**src/rtl/ldo_ctrl_pkg.sv**
```systemverilog
package ldo_ctrl_pkg;
  typedef enum logic {
    RATE_SLOW = 1'b0,
    RATE_FAST = 1'b1
  } rate_e;
endpackage

```
**src/rtl/ldo_rate_div.sv**
```systemverilog
module ldo_rate_div #(
  parameter int DW = 4
) (
  input  logic          clk_i,
  input  logic          rst_ni,
  input  logic          run_i,
  input  logic          fast_i,
  input  logic          restart_i,
  input  logic [DW-1:0] slow_div_i,
  input  logic [DW-1:0] fast_div_i,
  output logic          tick_o
);
  logic [DW-1:0] cnt_q, div_sel, div_eff;

  always_comb begin
    div_sel = fast_i ? fast_div_i : slow_div_i;
    div_eff = (div_sel == '0) ? DW'(1) : div_sel;
    tick_o  = run_i && (cnt_q >= div_eff - DW'(1));
  end

  always_ff @(posedge clk_i or negedge rst_ni) begin
    if (!rst_ni)                  cnt_q <= '0;
    else if (!run_i || restart_i) cnt_q <= '0;
    else if (tick_o)              cnt_q <= '0;
    else                          cnt_q <= cnt_q + DW'(1);
  end


  restart_phase_chk: assert property (@(posedge clk_i) disable iff (!rst_ni)
    (!run_i || restart_i) |=> (cnt_q == '0));
endmodule

```
**src/rtl/ldo_rate_fsm.sv**
```systemverilog
module ldo_rate_fsm
  import ldo_ctrl_pkg::*;
#(
  parameter int DW = 4,
  parameter int HW = 4
) (
  input  logic          clk_i,
  input  logic          rst_ni,
  input  logic          run_i,
  input  logic          droop_i,
  input  logic          over_i,
  input  logic [DW-1:0] slow_div_i,
  input  logic [HW-1:0] holdoff_i,
  output rate_e         rate_o,
  output logic          restart_o
);
  rate_e         rate_q, rate_d;
  logic [DW-1:0] qc_q, qc_d, sdiv_eff;
  logic [HW-1:0] qi_q, qi_d;
  logic          flag;

  always_comb begin
    flag     = droop_i | over_i;
    sdiv_eff = (slow_div_i == '0) ? DW'(1) : slow_div_i;
    rate_d   = rate_q;
    qc_d     = qc_q;
    qi_d     = qi_q;
    if (!run_i) begin
      rate_d = RATE_SLOW;
      qc_d   = '0;
      qi_d   = '0;
    end else if (flag) begin
      rate_d = RATE_FAST;
      qc_d   = '0;
      qi_d   = '0;
    end else if (rate_q == RATE_FAST) begin
      // quiet time counted in slow intervals: qc = cycles, qi = intervals
      if (qi_q == holdoff_i) begin
        rate_d = RATE_SLOW;
        qc_d   = '0;
        qi_d   = '0;
      end else if (qc_q >= sdiv_eff - DW'(1)) begin
        qc_d = '0;
        qi_d = qi_q + HW'(1);
      end else begin
        qc_d = qc_q + DW'(1);
      end
    end
  end

  always_ff @(posedge clk_i or negedge rst_ni) begin
    if (!rst_ni) begin
      rate_q <= RATE_SLOW;
      qc_q   <= '0;
      qi_q   <= '0;
    end else begin
      rate_q <= rate_d;
      qc_q   <= qc_d;
      qi_q   <= qi_d;
    end
  end

  assign rate_o    = rate_q;
  assign restart_o = (rate_d != rate_q);


  flag_to_fast_chk: assert property (@(posedge clk_i) disable iff (!rst_ni)
    (run_i && (droop_i || over_i)) |=> (rate_q == RATE_FAST));

  idle_slow_chk: assert property (@(posedge clk_i) disable iff (!rst_ni)
    !run_i |=> (rate_q == RATE_SLOW));
endmodule

```
**src/rtl/ldo_sw_count.sv**
```systemverilog
module ldo_sw_count #(
  parameter int N_SW = 16,
  parameter int CW   = $clog2(N_SW + 1)
) (
  input  logic            clk_i,
  input  logic            rst_ni,
  input  logic            run_i,
  input  logic            bypass_i,
  input  logic            tick_i,
  input  logic            fast_i,
  input  logic            below_i,
  input  logic            droop_i,
  input  logic            over_i,
  input  logic [CW-1:0]   big_step_i,
  output logic [N_SW-1:0] therm_o
);
  localparam logic [CW-1:0] CNT_MAX = CW'(N_SW);

  logic [CW-1:0] cnt_q, amt, cnt_nxt;
  logic [CW:0]   sum;
  logic          go_up;

  always_comb begin
    if (fast_i && droop_i) begin
      go_up = 1'b1;
      amt   = big_step_i;
    end else if (fast_i && over_i) begin
      go_up = 1'b0;
      amt   = big_step_i;
    end else begin
      go_up = below_i;
      amt   = CW'(1);
    end
    sum = {1'b0, cnt_q} + {1'b0, amt};
    if (go_up) cnt_nxt = (sum > {1'b0, CNT_MAX}) ? CNT_MAX : sum[CW-1:0];
    else       cnt_nxt = (amt > cnt_q) ? '0 : cnt_q - amt;
  end

  always_ff @(posedge clk_i or negedge rst_ni) begin
    if (!rst_ni)       cnt_q <= '0;
    else if (bypass_i) cnt_q <= CNT_MAX;
    else if (!run_i)   cnt_q <= '0;
    else if (tick_i)   cnt_q <= cnt_nxt;
  end

  for (genvar i = 0; i < N_SW; i++) begin : g_therm
    assign therm_o[i] = (cnt_q > CW'(i));
  end


  cnt_range_chk: assert property (@(posedge clk_i) disable iff (!rst_ni)
    cnt_q <= CNT_MAX);

  therm_shape_chk: assert property (@(posedge clk_i) disable iff (!rst_ni)
    ((therm_o + N_SW'(1)) & therm_o) == '0);

  slow_one_step_chk: assert property (@(posedge clk_i) disable iff (!rst_ni)
    (run_i && !fast_i) |=> ($countones(therm_o ^ $past(therm_o)) <= 1));
endmodule

```
**src/rtl/ldo_rate_ctrl.sv**
```systemverilog
module ldo_rate_ctrl
  import ldo_ctrl_pkg::*;
#(
  parameter int N_SW = 16,
  parameter int DW   = 4,
  parameter int HW   = 4,
  parameter int CW   = $clog2(N_SW + 1)
) (
  input  logic            clk_i,
  input  logic            rst_ni,
  input  logic            en_i,
  input  logic            bypass_i,
  input  logic            below_i,
  input  logic            droop_i,
  input  logic            over_i,
  input  logic [DW-1:0]   slow_div_i,
  input  logic [DW-1:0]   fast_div_i,
  input  logic [CW-1:0]   big_step_i,
  input  logic [HW-1:0]   holdoff_i,
  output logic [N_SW-1:0] sw_en_o,
  output logic            fast_o
);
  rate_e           rate;
  logic            run, restart, tick, fast;
  logic [N_SW-1:0] therm;

  assign run  = en_i & ~bypass_i;
  assign fast = (rate == RATE_FAST);

  ldo_rate_fsm #(.DW(DW), .HW(HW)) i_fsm (
    .clk_i, .rst_ni, .run_i(run), .droop_i, .over_i,
    .slow_div_i, .holdoff_i, .rate_o(rate), .restart_o(restart)
  );

  ldo_rate_div #(.DW(DW)) i_div (
    .clk_i, .rst_ni, .run_i(run), .fast_i(fast), .restart_i(restart),
    .slow_div_i, .fast_div_i, .tick_o(tick)
  );

  ldo_sw_count #(.N_SW(N_SW), .CW(CW)) i_cnt (
    .clk_i, .rst_ni, .run_i(run), .bypass_i, .tick_i(tick), .fast_i(fast),
    .below_i, .droop_i, .over_i, .big_step_i, .therm_o(therm)
  );

  assign sw_en_o = bypass_i ? '1 : therm;
  assign fast_o  = fast;


  bypass_all_on_chk: assert property (@(posedge clk_i) disable iff (!rst_ni)
    bypass_i |-> (&sw_en_o));

  bypass_slow_chk: assert property (@(posedge clk_i) disable iff (!rst_ni)
    bypass_i |=> !fast_o);
endmodule

```
**config.mk**
```make
export PLATFORM = sky130hd
export DESIGN_NAME = ldo_rate_ctrl
export DESIGN_NICKNAME = d
export VERILOG_FILES = /design/src/rtl/ldo_ctrl_pkg.sv /design/src/rtl/ldo_rate_div.sv /design/src/rtl/ldo_rate_fsm.sv /design/src/rtl/ldo_sw_count.sv /design/src/rtl/ldo_rate_ctrl.sv
export SDC_FILE = /design/constraint.sdc
export NUM_CORES = 1
export LEC_CHECK = 0
export BUFFER_PORTS_ARGS = -buffer_cell sky130_fd_sc_hd__buf_2
export CAP_MARGIN = 5
export CORE_AREA = 2 2 72 74
export DETAILED_ROUTE_END_ITERATION = 12
export DIE_AREA = 0 0 74 76
export GPL_TIMING_DRIVEN = 0
export MAX_ROUTING_LAYER = met4
export PLACE_DENSITY = 0.71
export SETUP_SLACK_MARGIN = 0.1
export SYNTH_ARGS = -nofsm -noshare
export SYNTH_HDL_FRONTEND = slang
export SYNTH_SLANG_ARGS = --single-unit
```
**constraint.sdc**
```tcl
create_clock -name clk_i -period 2.9 [get_ports clk_i]
set_clock_uncertainty 0.1 [all_clocks]
set_input_delay 0.435 -clock clk_i [delete_from_list [all_inputs] [get_ports clk_i]]
set_output_delay 0.435 -clock clk_i [all_outputs]
set_load 0.005 [all_outputs]
```
# --- After elaboration in Yosys (flattened, before gate mapping) ---
# Cells that the tools add are included.
word_totals:
  register_bits: 18
  input_bits: 24
  output_inout_bits: 17
  word_cells: 78
classes:
  n_addsub: 7
  magnitude_cmp: 20
  eq_ne: 5
  n_mux: 30
  bitwise_logic: 3
  reduce_logical: 8
ops:
  columns: ["op", "n"]
  rows:
  - ["4-bit 2-to-1 mux", 15]
  - ["5-bit by 4-bit > comparator with 1-bit output, second input constant", 8]
  - ["5-bit 2-to-1 mux", 8]
  - ["5-bit by 3-bit > comparator with 1-bit output, second input constant", 4]
  - ["16-bit 2-to-1 mux", 1]
  - ["4-bit by 1-bit adder with 4-bit output, second input constant", 3]
  - ["5-bit by 1-bit > comparator with 1-bit output, second input constant", 2]
  - ["5-bit by 2-bit > comparator with 1-bit output, second input constant", 2]
  - ["4-bit >= comparator", 2]
  - ["4-bit logical NOT", 2]
  - ["4-bit by 1-bit subtractor with 4-bit output, second input constant", 2]
  - ["5-bit by 5-bit adder with 6-bit output", 1]
  - ["6-bit by 5-bit > comparator with 1-bit output, second input constant", 1]
  - ["1-bit 2-to-1 mux", 6]
  - ["3-bit != test, second input constant", 2]
  - ["5-bit > comparator", 1]
  - ["5-bit subtractor", 1]
  - ["4-bit == test", 1]
  - ["4-bit != test, second input constant", 1]
  - ["1-bit logical AND", 3]
  - ["2-bit AND reduction", 1]
  - ["1-bit bitwise AND", 1]
  - ["1-bit logical NOT", 1]
  - ["1-bit logical OR", 1]
  - ["3 further kinds", 3]

# --- Depth between registers and ports, before layout ---
logic_depth:
  ltp_word: 10
  mapped_depth: 16
  mapped_depth_nobuf: 15

# --- Cells and area by module ---
# From an unflattened synthesis, not the netlist that was laid out.
hier_totals:
  cells_unflattened: 244
  area_unflattened_um2: 2082.0
by_module_without_submodules:
  columns: ["module", "n_inst", "cells_per_inst", "area_per_inst_um2", "seq_area_each_um2"]
  rows:
  - ["ldo_sw_count", 1, 116, 894.6, 125.1]
  - ["ldo_rate_fsm", 1, 72, 700.7, 225.2]
  - ["ldo_rate_div", 1, 38, 366.6, 100.1]
  - ["ldo_rate_ctrl", 1, 18, 120.1, 0.0]

# --- Worst setup path before layout ---
# No wires, ideal clock.
synth_path:
  path_type: "reg-to-reg"
  startpoint: "reg i_fsm.rate_q, in the netlist i_fsm.rate_o"
  endpoint: "reg i_cnt.cnt_q[4]"
  setup_ns: 0.126
  arrival_time_ns: 2.889
  required_ns: 2.674
  slack_ns: -0.215
  path_stages_with_launch: 13
  path_buffers: 2
  synth_period_minus_slack_ns: 3.115
  cell_sequence: "dfrtp_1 > buf_6 > clkbuf_1 > nor2b_1 > and2_1 > inv_1 > fa_1 > and2b_1 > o21ai_1 > mux2_1 > o41ai_1 > nor2_1 > a221o_1"
synth_between:
  elab_chain_len: 10
  elab_cells_between_ends: 23
  cone_classes: "add/sub (3); order compare (3); eq/ne (1); mux (12); reduce/logical (4)"
synth_lines:
  columns: ["element", "line", "text"]
  rows:
  - ["start, declared", "ldo_rate_fsm.sv:17", "rate_e rate_q, rate_d;"]
  - ["start signal, assigned", "ldo_rate_fsm.sv:57", "rate_q <= rate_d;"]
  - ["1-bit logical AND", "ldo_sw_count.sv:27", "end else if (fast_i && over_i) begin"]
  - ["5-bit 2-to-1 mux", "ldo_sw_count.sv:27", null]
  - ["5-bit 2-to-1 mux", "ldo_sw_count.sv:24", "if (fast_i && droop_i) begin"]
  - ["5-bit by 5-bit adder with 6-bit output", "ldo_sw_count.sv:34", "sum = {1'b0, cnt_q} + {1'b0, amt};"]
  - ["6-bit by 5-bit > comparator with 1-bit output", "ldo_sw_count.sv:35", "if (go_up) cnt_nxt = (sum > {1'b0, CNT_MAX}) ? CNT_MAX : sum[CW-1:0];"]
  - ["5-bit 2-to-1 mux (2 in series)", "ldo_sw_count.sv:35", null]
  - ["5-bit 2-to-1 mux", "ldo_sw_count.sv:43", "else if (tick_i) cnt_q <= cnt_nxt;"]
  - ["5-bit 2-to-1 mux", "ldo_sw_count.sv:42", "else if (!run_i) cnt_q <= '0;"]
  - ["5-bit 2-to-1 mux", "ldo_sw_count.sv:41", "else if (bypass_i) cnt_q <= CNT_MAX;"]
  - ["end signal, assigned", "ldo_sw_count.sv:43", null]
  - ["end, declared", "ldo_sw_count.sv:19", "logic [CW-1:0] cnt_q, amt, cnt_nxt;"]
# Parallel ways exist; a longest one is shown, timed or not. The select of a mux whose other input is x is not followed.
# A chain may end at the register's enable or synchronous reset.

# --- Final worst setup path ---
layout_path:
  startpoint: "reg i_fsm.rate_q, in the netlist i_fsm.rate_o"
  endpoint: "reg i_cnt.cnt_q[3]"
# The elaborated chain is that of the path after synthesis.

==> results.cfg <==
[drt]
drc = 0
vias = 1851
drt_iter0_drc = 55
drt-total-wl_um = 4570
final_antenna_net_count = 0
wire_per_inst_um = 12.9
firstDrtPassIters = 6
viasPerCell = 5.21

[place]
dp_hpwl_um = 3360
placed_cell_area_sq_um = 2230
dp.cells = 333
numPortBuffers = 40
gp_congestion = 0.819

[floorplanning]
dieWidth_um = 74
chipHeight_um = 76
row_count = 26
core_sq_um = 4910
start_util_pct = 38.6
die_area_sq_um = 5620
ios = 41

[pwr]
power_leakage_nw = 1.14
finalPower_mw = 0.725
max-vdd-ir-drop_mv = 0.210
cellPowerDensity_nw_per_um2 = 284

[final_layout]
drive_gt1_share_pct = 37.9
multiInputGateArea_sq_um = 1510
mostFrequentLayoutCells = 40 x buf_2, 22 x nor2_1, 20 x o21ai_0, 20 x ha_1, 18 x dfrtp_1
fin_nets = 335
final_cells = 355
mostFrequentLayoutCell = buf_2
seq_area_sq_um = 450
n_antenna_cell = 0
nFillCells = 450
areaGrowthSynthToFinish_pct = 34.5
stdcell_area_sq_um = 2550

[setup_path]
arrival_ps = 3000
critical_path.slowest_cell = dfrtp_1
reg2reg_depth = 15
r2r-start = i_fsm.rate_o
r2r_end = i_cnt.cnt_q[3]
cpPeakStageDelay_ps = 400
crit_path_cell_trace = buf_6, buf_6, mux2i_4, nand2_2, nor2_2, o31ai_2, ha_2, xor2_1, ha_1, o21a_1, nor2_2, a211oi_2, and2_1, o2bb2ai_2, a22o_1
r2r_setup_slack_ps = -50
cp_num_buf_inv = 2
end_kind = flip-flop
critPathTopFamily = compound AO/OA/AOI/OAI gates
crit_type = reg -> reg
path_max_fanout = 4
start_kind = flip-flop
required_ps = 2940

[grt]
antenna_found_initial = 0
overflow = 0
first_global_vias = 1817
track_usage_pct = 17.0
grt_pass1_wl_um = 7670
grt_max_degree = 19

[yosys]
synth_adder_area_share_pct = 17.3
ys.flop_type = dfrtp_1
seq_area_frac_synth_pct = 23.7
synth_top_family_by_area = compound AO/OA/AOI/OAI gates
syn-num-nets = 272
async_flop_share_pct = 100
synth.largest_area_cell = dfrtp_1
syn-cell-area_sq_um = 1900
avgSynthCellArea_sq_um = 8.51
synth.distinct_cells = 54
synth_compound_area_share_pct = 24.4
synth_edf_count = 0
syn_inst = 223
synth_mux_area_share_pct = 2.77
yosys.area_share.simple_pct = 22.2
ys_ff_latch = 18
synthTopCellsByArea = dfrtp_1 24%, ha_1 15%, nor2_1 5.3%, o21ai_0 5.3%, inv_1 3.6%
yosysWarnings = 0
yosys.area_share.xor_xnor_pct = 5.08
synth_top_area_share_pct = 23.7

[sta]
relSlewSlack_pct = 64.3
setup-tns-final_ps = -131
slew_violations = 0
period_share_pct = 102
rsz0062_at_grt = true
worst_pin_slew_ps = 535
min_period_ps = 2950
setup_viol = 5
fin_ws_ps = -51.3
holdWs_ps = 7.44
hold_viol = 0
fmax_ghz = 0.339

[clock_tree]
cts_tree = yes
root_buffer = clkbuf_8
cts_buffers = 3
clockBufferDepth = 2
clk_latency_ps = 250
cts.sink_count = 18
path_clk_slew_ps = 70
h-tree-depth = 1

[worst_hold_path]
hp-class = in -> async

[status]
status = complete, but fails checks
failed_checks = negative setup slack

[run]
max_cap_violations = 0
-- layer usage --
layer  part of all wire [%]  global-route usage (%)  up-vias
met2                     50                    28.5       51
met3                    4.4                    2.51        4
met4                   0.63                    2.36        0
met1                     45                    22.0      868
met5                      0                       -        -
li1                       -                       -      928
-- synthesized netlist by cell type, types with 5 or more instances --
library cell	number
dfrtp_1	18
nand3_1	5
and2_1	5
nand2_1	16
xor2_1	7
inv_1	18
ha_1	23
o21ai_0	20
nor2_1	27
o21ai_1	5
a21oi_1	6
-- registers in the layout, indices dropped and copies added (netlist names) --
signal        cells
i_cnt.cnt_q       5
i_div.cnt_q       4
i_fsm.qc_q        4
i_fsm.qi_q        4
i_fsm.rate_o      1
-- logic make-up after synthesis --
group                      after synthesis
adders and majority gates               25
AOI/OAI and AO/OA                       63
muxes                                    5
buffers and inverters                   21
xor gates and xnor gates                11
and+or+nand+nor                         80
DFF                                     18
-- what timing repair did --
item | in CTS | in global routing
resized for setup | 12 | 19
cloned | 0 | 0
setup buffers | 16 | 4
hold buffers | 0 | 0
pin swaps | 9 | 8
endpoints found under the setup margin | 9 | 9
-- area by class of cell --
type                       count  area share, %
sequential                    18           17.7
clock buffer                   4           2.16
inverter                      18           2.65
tap                           70           3.43
multi-input combinational    184           59.3
timing repair buffer          59           13.7
buffer                         2           1.03
-- report_power, final --
| group | switching, mW | internal, mW |
|---|---|---|
| clock network | 0.0879 | 0.121 |
| logic | 0.132 | 0.121 |
| registers | 0.00755 | 0.256 |
| total | 0.227 | 0.498 |
-- worst max path at each step --
| stage | slack [ps] | from | endpoint | depth (start not counted) |
|---|---|---|---|---|
| final | -50 | i_fsm.rate_o | i_cnt.cnt_q[3] | 15 |
| after global routing | -200 | i_fsm.rate_o | i_cnt.cnt_q[3] | 17 |
| after CTS | -140 | i_fsm.rate_o | i_cnt.cnt_q[4] | 13 |
| after detailed placement | -310 | over_i | i_cnt.cnt_q[4] | 13 |
| after global placement | -240 | over_i | i_cnt.cnt_q[4] | 13 |
| after floorplan | 70 | i_fsm.rate_o | i_cnt.cnt_q[4] | 13 |
-- per-stage QoR --
step / setup slack [ps] / util, %
floorplan: 65.2 / -
finish: -51.3 / 51.9
CTS: -144 / 50.1
detailed placement: -306 / 45.4
global route: -202 / 51.9
global placement: -240 / 45.4
Note: power is estimated with default switching activity, not from simulation.
